`src/rtl/memreg_pkg.sv`:
```
package memreg_pkg;

  typedef enum logic [1:0] {
    K_REG   = 2'd0,
    K_LOAD  = 2'd1,
    K_STORE = 2'd2,
    K_CALL  = 2'd3
  } kind_e;

  typedef enum logic [3:0] {
    S_IDLE, S_FETCH, S_RPSW, S_RRGT, S_RLFT, S_RMEM, S_EXEC,
    S_WPSW, S_WIPL, S_WIPH, S_WRES, S_WMEM, S_DONE
  } st_e;

  // Which read (if any) was issued in a cycle; data lands one cycle later.
  typedef enum logic [2:0] {
    T_NONE = 3'd0,
    T_CODE = 3'd1,
    T_PSW  = 3'd2,
    T_RGT  = 3'd3,
    T_LFT  = 3'd4,
    T_MEM  = 3'd5
  } tag_e;

  localparam int NSLOT = 5;
  localparam int IDW   = 6;

endpackage

```
`src/rtl/memreg_regmap.sv`:
```
module memreg_regmap #(
  parameter int DW = 8,
  parameter logic [DW-1:0] REG_PAGE = '1
) (
  input  logic [5:0]      id,
  output logic [2*DW-1:0] addr
);
  logic [DW-1:0] slot;
  always_comb begin
    slot = DW'(id[5:4]) * DW'(10) + DW'(id[3:0]);
    addr = {REG_PAGE, slot};
  end
endmodule

```
`src/rtl/memreg_fsm.sv`:
```
module memreg_fsm
  import memreg_pkg::*;
(
  input  logic  clk,
  input  logic  rst_n,
  input  logic  start,
  input  kind_e kind,
  output st_e   st
);
  st_e nxt;

  always_comb begin
    nxt = st;
    unique case (st)
      S_IDLE:  if (start) nxt = S_FETCH;
      S_FETCH: begin
        if (kind == K_CALL)       nxt = S_WIPL;
        else if (kind == K_STORE) nxt = S_RRGT;
        else                      nxt = S_RPSW;
      end
      S_RPSW:  nxt = S_RRGT;
      S_RRGT:  nxt = S_RLFT;
      S_RLFT:  nxt = (kind == K_REG) ? S_EXEC : S_RMEM;
      S_RMEM:  nxt = (kind == K_STORE) ? S_WMEM : S_EXEC;
      S_EXEC:  nxt = S_WPSW;
      S_WPSW:  nxt = S_WRES;
      S_WRES:  nxt = S_DONE;
      S_WIPL:  nxt = S_WIPH;
      S_WIPH:  nxt = S_DONE;
      S_WMEM:  nxt = S_DONE;
      S_DONE:  nxt = S_IDLE;
      default: nxt = S_IDLE;
    endcase
  end

  always_ff @(posedge clk or negedge rst_n) begin
    if (!rst_n) st <= S_IDLE;
    else        st <= nxt;
  end
endmodule

```
`src/rtl/memreg_capture.sv`:
```
module memreg_capture
  import memreg_pkg::*;
#(
  parameter int DW = 8
) (
  input  logic                     clk,
  input  logic                     rst_n,
  input  tag_e                     tag_now,
  input  logic [DW-1:0]            rdata,
  output logic [NSLOT-1:0][DW-1:0] slots
);
  tag_e tag_q;

  always_ff @(posedge clk or negedge rst_n) begin
    if (!rst_n) tag_q <= T_NONE;
    else        tag_q <= tag_now;
  end

  // slot k holds the data of the read tagged k+1
  for (genvar k = 0; k < NSLOT; k++) begin : g_slot
    always_ff @(posedge clk or negedge rst_n) begin
      if (!rst_n)                       slots[k] <= '0;
      else if (tag_q == tag_e'(k + 1))  slots[k] <= rdata;
    end
  end
endmodule

```
`src/rtl/memreg_seq.sv`:
```
module memreg_seq
  import memreg_pkg::*;
#(
  parameter int DW = 8,
  parameter logic [DW-1:0] REG_PAGE = '1
) (
  input  logic            clk,
  input  logic            rst_n,
  input  logic            in_valid,
  output logic            in_ready,
  input  logic [1:0]      in_kind,
  input  logic [2:0]      in_op,
  input  logic [5:0]      in_dst,
  input  logic [5:0]      in_src,
  input  logic [5:0]      in_base,
  input  logic [DW-1:0]   in_disp,
  input  logic [2*DW-1:0] in_ip,
  output logic [2*DW-1:0] ram_addr,
  output logic [DW-1:0]   ram_wdata,
  output logic            ram_we,
  input  logic [DW-1:0]   ram_rdata,
  output logic [2:0]      alu_op,
  output logic [DW-1:0]   alu_a,
  output logic [DW-1:0]   alu_b,
  output logic [DW-1:0]   alu_psw_in,
  input  logic [DW-1:0]   alu_res,
  input  logic [DW-1:0]   alu_psw_out,
  output logic [DW-1:0]   ins_code,
  output logic            done
);
  localparam int AW    = 2 * DW;
  localparam int NMAP  = 6;
  localparam int M_DST = 0, M_SRC = 1, M_BASE = 2, M_PSW = 3, M_B0 = 4, M_C0 = 5;

  st_e   st;
  tag_e  tag_now;
  kind_e kind_q;
  logic  start;
  logic [2:0]    op_q;
  logic [5:0]    dst_q, src_q, base_q;
  logic [DW-1:0] disp_q, res_q;
  logic [AW-1:0] ip_q;
  logic [NSLOT-1:0][DW-1:0] cap;
  logic [NMAP-1:0][5:0]     map_id;
  logic [NMAP-1:0][AW-1:0]  map_addr;
  logic [DW-1:0] code_v, psw_v, rgt_v, lft_v, mem_v;

  assign start    = in_valid && in_ready;
  assign in_ready = (st == S_IDLE);
  assign done     = (st == S_DONE);

  // descriptor is held for the whole instruction
  always_ff @(posedge clk or negedge rst_n) begin
    if (!rst_n) begin
      kind_q <= K_REG;
      op_q   <= '0;
      dst_q  <= '0;
      src_q  <= '0;
      base_q <= '0;
      disp_q <= '0;
      ip_q   <= '0;
    end else if (start) begin
      kind_q <= kind_e'(in_kind);
      op_q   <= in_op;
      dst_q  <= in_dst;
      src_q  <= in_src;
      base_q <= in_base;
      disp_q <= in_disp;
      ip_q   <= in_ip;
    end
  end

  memreg_fsm u_fsm (
    .clk   (clk),
    .rst_n (rst_n),
    .start (start),
    .kind  (kind_q),
    .st    (st)
  );

  // register-to-address translation, one mapper per register reference
  assign map_id[M_DST]  = dst_q;
  assign map_id[M_SRC]  = src_q;
  assign map_id[M_BASE] = base_q;
  assign map_id[M_PSW]  = 6'h00;
  assign map_id[M_B0]   = 6'h10;
  assign map_id[M_C0]   = 6'h20;

  for (genvar m = 0; m < NMAP; m++) begin : g_map
    memreg_regmap #(.DW(DW), .REG_PAGE(REG_PAGE)) u_map (
      .id   (map_id[m]),
      .addr (map_addr[m])
    );
  end

  always_comb begin
    unique case (st)
      S_FETCH: tag_now = T_CODE;
      S_RPSW:  tag_now = T_PSW;
      S_RRGT:  tag_now = T_RGT;
      S_RLFT:  tag_now = T_LFT;
      S_RMEM:  tag_now = T_MEM;
      default: tag_now = T_NONE;
    endcase
  end

  memreg_capture #(.DW(DW)) u_cap (
    .clk     (clk),
    .rst_n   (rst_n),
    .tag_now (tag_now),
    .rdata   (ram_rdata),
    .slots   (cap)
  );

  assign code_v = cap[int'(T_CODE) - 1];
  assign psw_v  = cap[int'(T_PSW)  - 1];
  assign rgt_v  = cap[int'(T_RGT)  - 1];
  assign lft_v  = cap[int'(T_LFT)  - 1];
  assign mem_v  = cap[int'(T_MEM)  - 1];
  assign ins_code = code_v;

  // ALU side
  assign alu_op     = op_q;
  assign alu_psw_in = psw_v;
  assign alu_a      = (kind_q == K_LOAD) ? '0 : lft_v;
  assign alu_b      = (kind_q == K_LOAD) ? mem_v : rgt_v;

  always_ff @(posedge clk or negedge rst_n) begin
    if (!rst_n)             res_q <= '0;
    else if (st == S_WPSW)  res_q <= alu_res;
  end

  // RAM bus; the load's base byte is still on ram_rdata in its memory cycle
  always_comb begin
    ram_addr  = '0;
    ram_wdata = '0;
    ram_we    = 1'b0;
    unique case (st)
      S_FETCH: ram_addr = ip_q;
      S_RPSW:  ram_addr = map_addr[M_PSW];
      S_RRGT:  ram_addr = map_addr[M_SRC];
      S_RLFT:  ram_addr = (kind_q == K_REG) ? map_addr[M_DST] : map_addr[M_BASE];
      S_RMEM:  ram_addr = (kind_q == K_LOAD) ? ({ram_rdata, rgt_v} + AW'(disp_q))
                                             : map_addr[M_DST];
      S_WPSW: begin
        ram_addr  = map_addr[M_PSW];
        ram_wdata = alu_psw_out;
        ram_we    = 1'b1;
      end
      S_WIPL: begin
        ram_addr  = map_addr[M_C0];
        ram_wdata = ip_q[DW-1:0];
        ram_we    = 1'b1;
      end
      S_WIPH: begin
        ram_addr  = map_addr[M_B0];
        ram_wdata = ip_q[AW-1:DW];
        ram_we    = 1'b1;
      end
      S_WRES: begin
        ram_addr  = map_addr[M_DST];
        ram_wdata = res_q;
        ram_we    = 1'b1;
      end
      S_WMEM: begin
        ram_addr  = {lft_v, rgt_v} + AW'(disp_q);
        ram_wdata = ram_rdata;
        ram_we    = 1'b1;
      end
      default: ;
    endcase
  end
endmodule

```
`config.mk`:
```
export PLATFORM = sky130hd
export DESIGN_NAME = memreg_seq
export DESIGN_NICKNAME = d
export VERILOG_FILES = /design/src/rtl/memreg_pkg.sv /design/src/rtl/memreg_regmap.sv /design/src/rtl/memreg_fsm.sv /design/src/rtl/memreg_capture.sv /design/src/rtl/memreg_seq.sv
export SDC_FILE = /design/constraint.sdc
export NUM_CORES = 1
export LEC_CHECK = 0
export BUFFER_PORTS_ARGS = -buffer_cell sky130_fd_sc_hd__buf_4
export CAP_MARGIN = 15
export CORE_MARGIN = 2
export CORE_UTILIZATION = 52
export CTS_BUF_LIST = sky130_fd_sc_hd__clkbuf_4 sky130_fd_sc_hd__clkbuf_8 sky130_fd_sc_hd__clkbuf_16
export DETAILED_ROUTE_END_ITERATION = 8
export HOLD_SLACK_MARGIN = 0.05
export PLACE_DENSITY = 0.9
export SLEW_MARGIN = 20
export SYNTH_ARGS = -nofsm -noshare
export SYNTH_HDL_FRONTEND = slang
export SYNTH_HIERARCHICAL = 1
export SYNTH_SLANG_ARGS = --single-unit
```
`constraint.sdc`:
```
create_clock -name clk -period 2 [get_ports clk]
set_clock_uncertainty 0.1 [all_clocks]
set_input_delay 0.1 -clock clk [delete_from_list [all_inputs] [get_ports clk]]
set_output_delay 0.1 -clock clk [all_outputs]
set_load 0.1 [all_outputs]
```
==> results.cfg <==
[place]
placed_cell_area_mm2 = 0.00963
place.port_buffers = 135
gp_congestion = 0.900
hpwl_mm = 16.5

[routing]
drt_iter0_markers = 1722
wirelength_mm = 39.2
drc_errors = 8
dr.pass1.iters = 9
postRouteAntennaNets = 0
vias = 8839
routedWlPerCell_um = 30.5
viasPerCell = 6.87

[synthesis]
yosysTopAreaCellShare_pct = 34.3
syn_area_mm2 = 0.00744
synth_seq_cells = 102
yosysSeqAreaShare_pct = 34.3
synth_edf_count = 0
syn_area_per_cell_um2 = 9.95
syn_inst = 747
postSynth.topFlopCell = dfrtp_1
async_flop_share_pct = 100
synth_top_area_cell = dfrtp_1
yosysUniqueCellTypes = 67
yosys_warnings = 6
ys_top_cells_by_area = dfrtp_1 (34%), mux2_2 (16%), buf_4 (7.1%)

[critical_path]
rr_startpoint = u_fsm/st[2]
critPathArrivalTime_ns = 3.01
cp-startpoint = kind_q[0]
reg2regPathDepth = 10
crit_type = flip-flop to primary output
max_stage_delay_ns = 0.61
cp.required_ns = 1.80
end_kind = primary output
cp-start-kind = flip-flop
worstReg2RegEnd = u_fsm/st[0]
slowest_stage = o21ai_0
r2r_slack_ns = -0.27
crit_end = ram_addr[15]
path_max_fanout = 6
crit_path_cell_trace = buf_4, o21ai_0, a21oi_1, a221o_1, a311oi_1, o211ai_1, buf_6

[timing]
hold_viol_final = 0
fmax_mhz = 311
finalSetupViolCount = 92
slew_violations = 0
timing.slew.headroom_pct = 40.0
fin_ws_ns = -1.21
worstMarginPinSlew_ns = 0.892
period_minus_slack_ns = 3.21
period_share_pct = 161
grt_setup_unrepaired = yes

[clocking]
cts-root-buf = clkbuf_16
clk_pin_slew_ns = 0.10
htree_levels = 3
clkSinkCount = 102
clockBufferDepth = 2
cts_buffers = 9
insertion_delay_ns = 0.41
cts_tree = yes

[floorplan]
num_io_pins = 136
die_h_um = 124
die_w_um = 124
core_mm2 = 0.0139
dieArea_mm2 = 0.0153
start_util_pct = 53.4
num_rows = 43

[hold_path]
hp-class = input port to asynchronous set/reset pin

[layout]
design_area_mm2 = 0.0121
final_nets = 1208
diodes = 0
area_growth_pct = 62.2
post-route-util_pct = 86.5
drive_above_1_share_pct = 52.1

[run_status]
status = finished, violations left
violations = DRC, setup timing

[flow_run]
max_cap_violations = 0

[global_route]
antenna_found_initial = 0
grt-ovfl-total = 0
grt_pass1_vias = 8520
grt_use_total_pct = 42.6
grt_pass1_wl_mm = 47.8
grt_max_degree = 60
[repair_timing]
item | CTS | global route
gates resized for setup | 176 | 74
hold endpoints to repair | 194 | 0
setup buffers | 20 | 22
gates cloned | 2 | 5
hold buffers | 66 | 0
pin swaps | 56 | 33
setup endpoints to repair | 34 | 78
[critical path, delay by kind of cell, from the launching register on]
family | cells | cell delay, ns
buffers and inverters | 2 | 0.42
DFF | 1 | 0.47
AOI/OAI and AO/OA | 5 | 1.72
[cells in the mapped netlist (all sizes together) (11+ instances only)]
cell type,number
a21o,12
a21oi,42
a22oi,24
and2,11
buf,89
conb,14
dfrtp,102
ha,26
inv,40
mux2,107
mux2i,19
nand2,27
nand2b,12
nor2,41
o21ai,25
xnor2,20
[worst min-delay path by stage]
stage / start / endpoint / slack [ns] / depth (start not counted)
finish: rst_n / u_cap/tag_q[1] / 0.19 / 3
global route: rst_n / base_q[1] / 0.23 / 3
CTS: rst_n / alu_op[2] / 0.21 / 3
detailed placement: rst_n / alu_op[1] / -0.17 / 1
global placement: rst_n / alu_op[1] / -0.17 / 1
floorplan: rst_n / alu_op[0] / -0.30 / 0
[layer usage]
metal  routed length (um)  vias up  global-route usage (%)  share of wire, %
met5                   51        -                       0              0.13
met4                 4540        2                    35.7                12
met3                 5710      502                    12.0                15
met2                16500     1005                    66.5                42
met1                12400     4108                    48.2                32
li1                     -     3222                       -                 -
[logic make-up after synthesis]
family	synth area share, %
AO/OA/AOI/OAI	15.3
AND/OR/NAND/NOR	10.2
buffers and inverters	11.3
multiplexers	18.8
flip-flops	34.3
adder cells (fa/ha/maj)	6.26
XOR/XNOR	3.18
other	0.707
[placed cells by master, fill, tap and decap left out, drive strengths merged, types with 7 or more instances in the layout]
cell,netlist,routed
ha,26,26
nor2,41,41
a22oi,24,24
xor2,7,7
dlygate4sd3,0,66
nor2b,8,8
clkbuf,10,13
mux2,107,107
a21oi,42,42
buf,89,295
and2,11,11
o21ai,25,25
o211ai,9,9
a211oi,8,8
nor3,10,10
conb,14,90
nand2,27,27
a21o,12,12
fa,7,7
xnor2,20,20
nand3,8,8
inv,40,41
mux2i,19,19
nand2b,12,12
dfrtp,102,102
[area by class of cell]
class                      instances  area, um^2
fill                             534        1880
inverter                          40         155
clock inverter                     7        87.6
clock buffer                       9         225
multi-input combinational        582        5270
timing repair buffer             366        3540
tap                              180         225
sequential                       102        2560
[per-stage QoR]
stage,setup TNS (ns),cells,hold slack (ns),setup slack [ns]
after floorplan,-43.15,823,-0.296,-1.36
after global placement,-5.14,1159,-0.174,-0.545
after detailed placement,-6.01,1159,-0.172,-0.590
after CTS,-10.76,1262,0.210,-0.792
after global routing,-29.05,1286,0.231,-1.26
final,-29.13,1286,0.189,-1.21
[registers in the layout (all words and copies together), names as in the netlist]
register,flops
src_q,6
dst_q,6
u_fsm/st,4
u_cap/slots,40
disp_q,8
res_q,8
kind_q,2
u_cap/tag_q,3
ip_q,16
alu_op,3
base_q,6
Power is not shown: default switching activity piles up to over one toggle a cycle in this logic, so the estimate is an artifact.
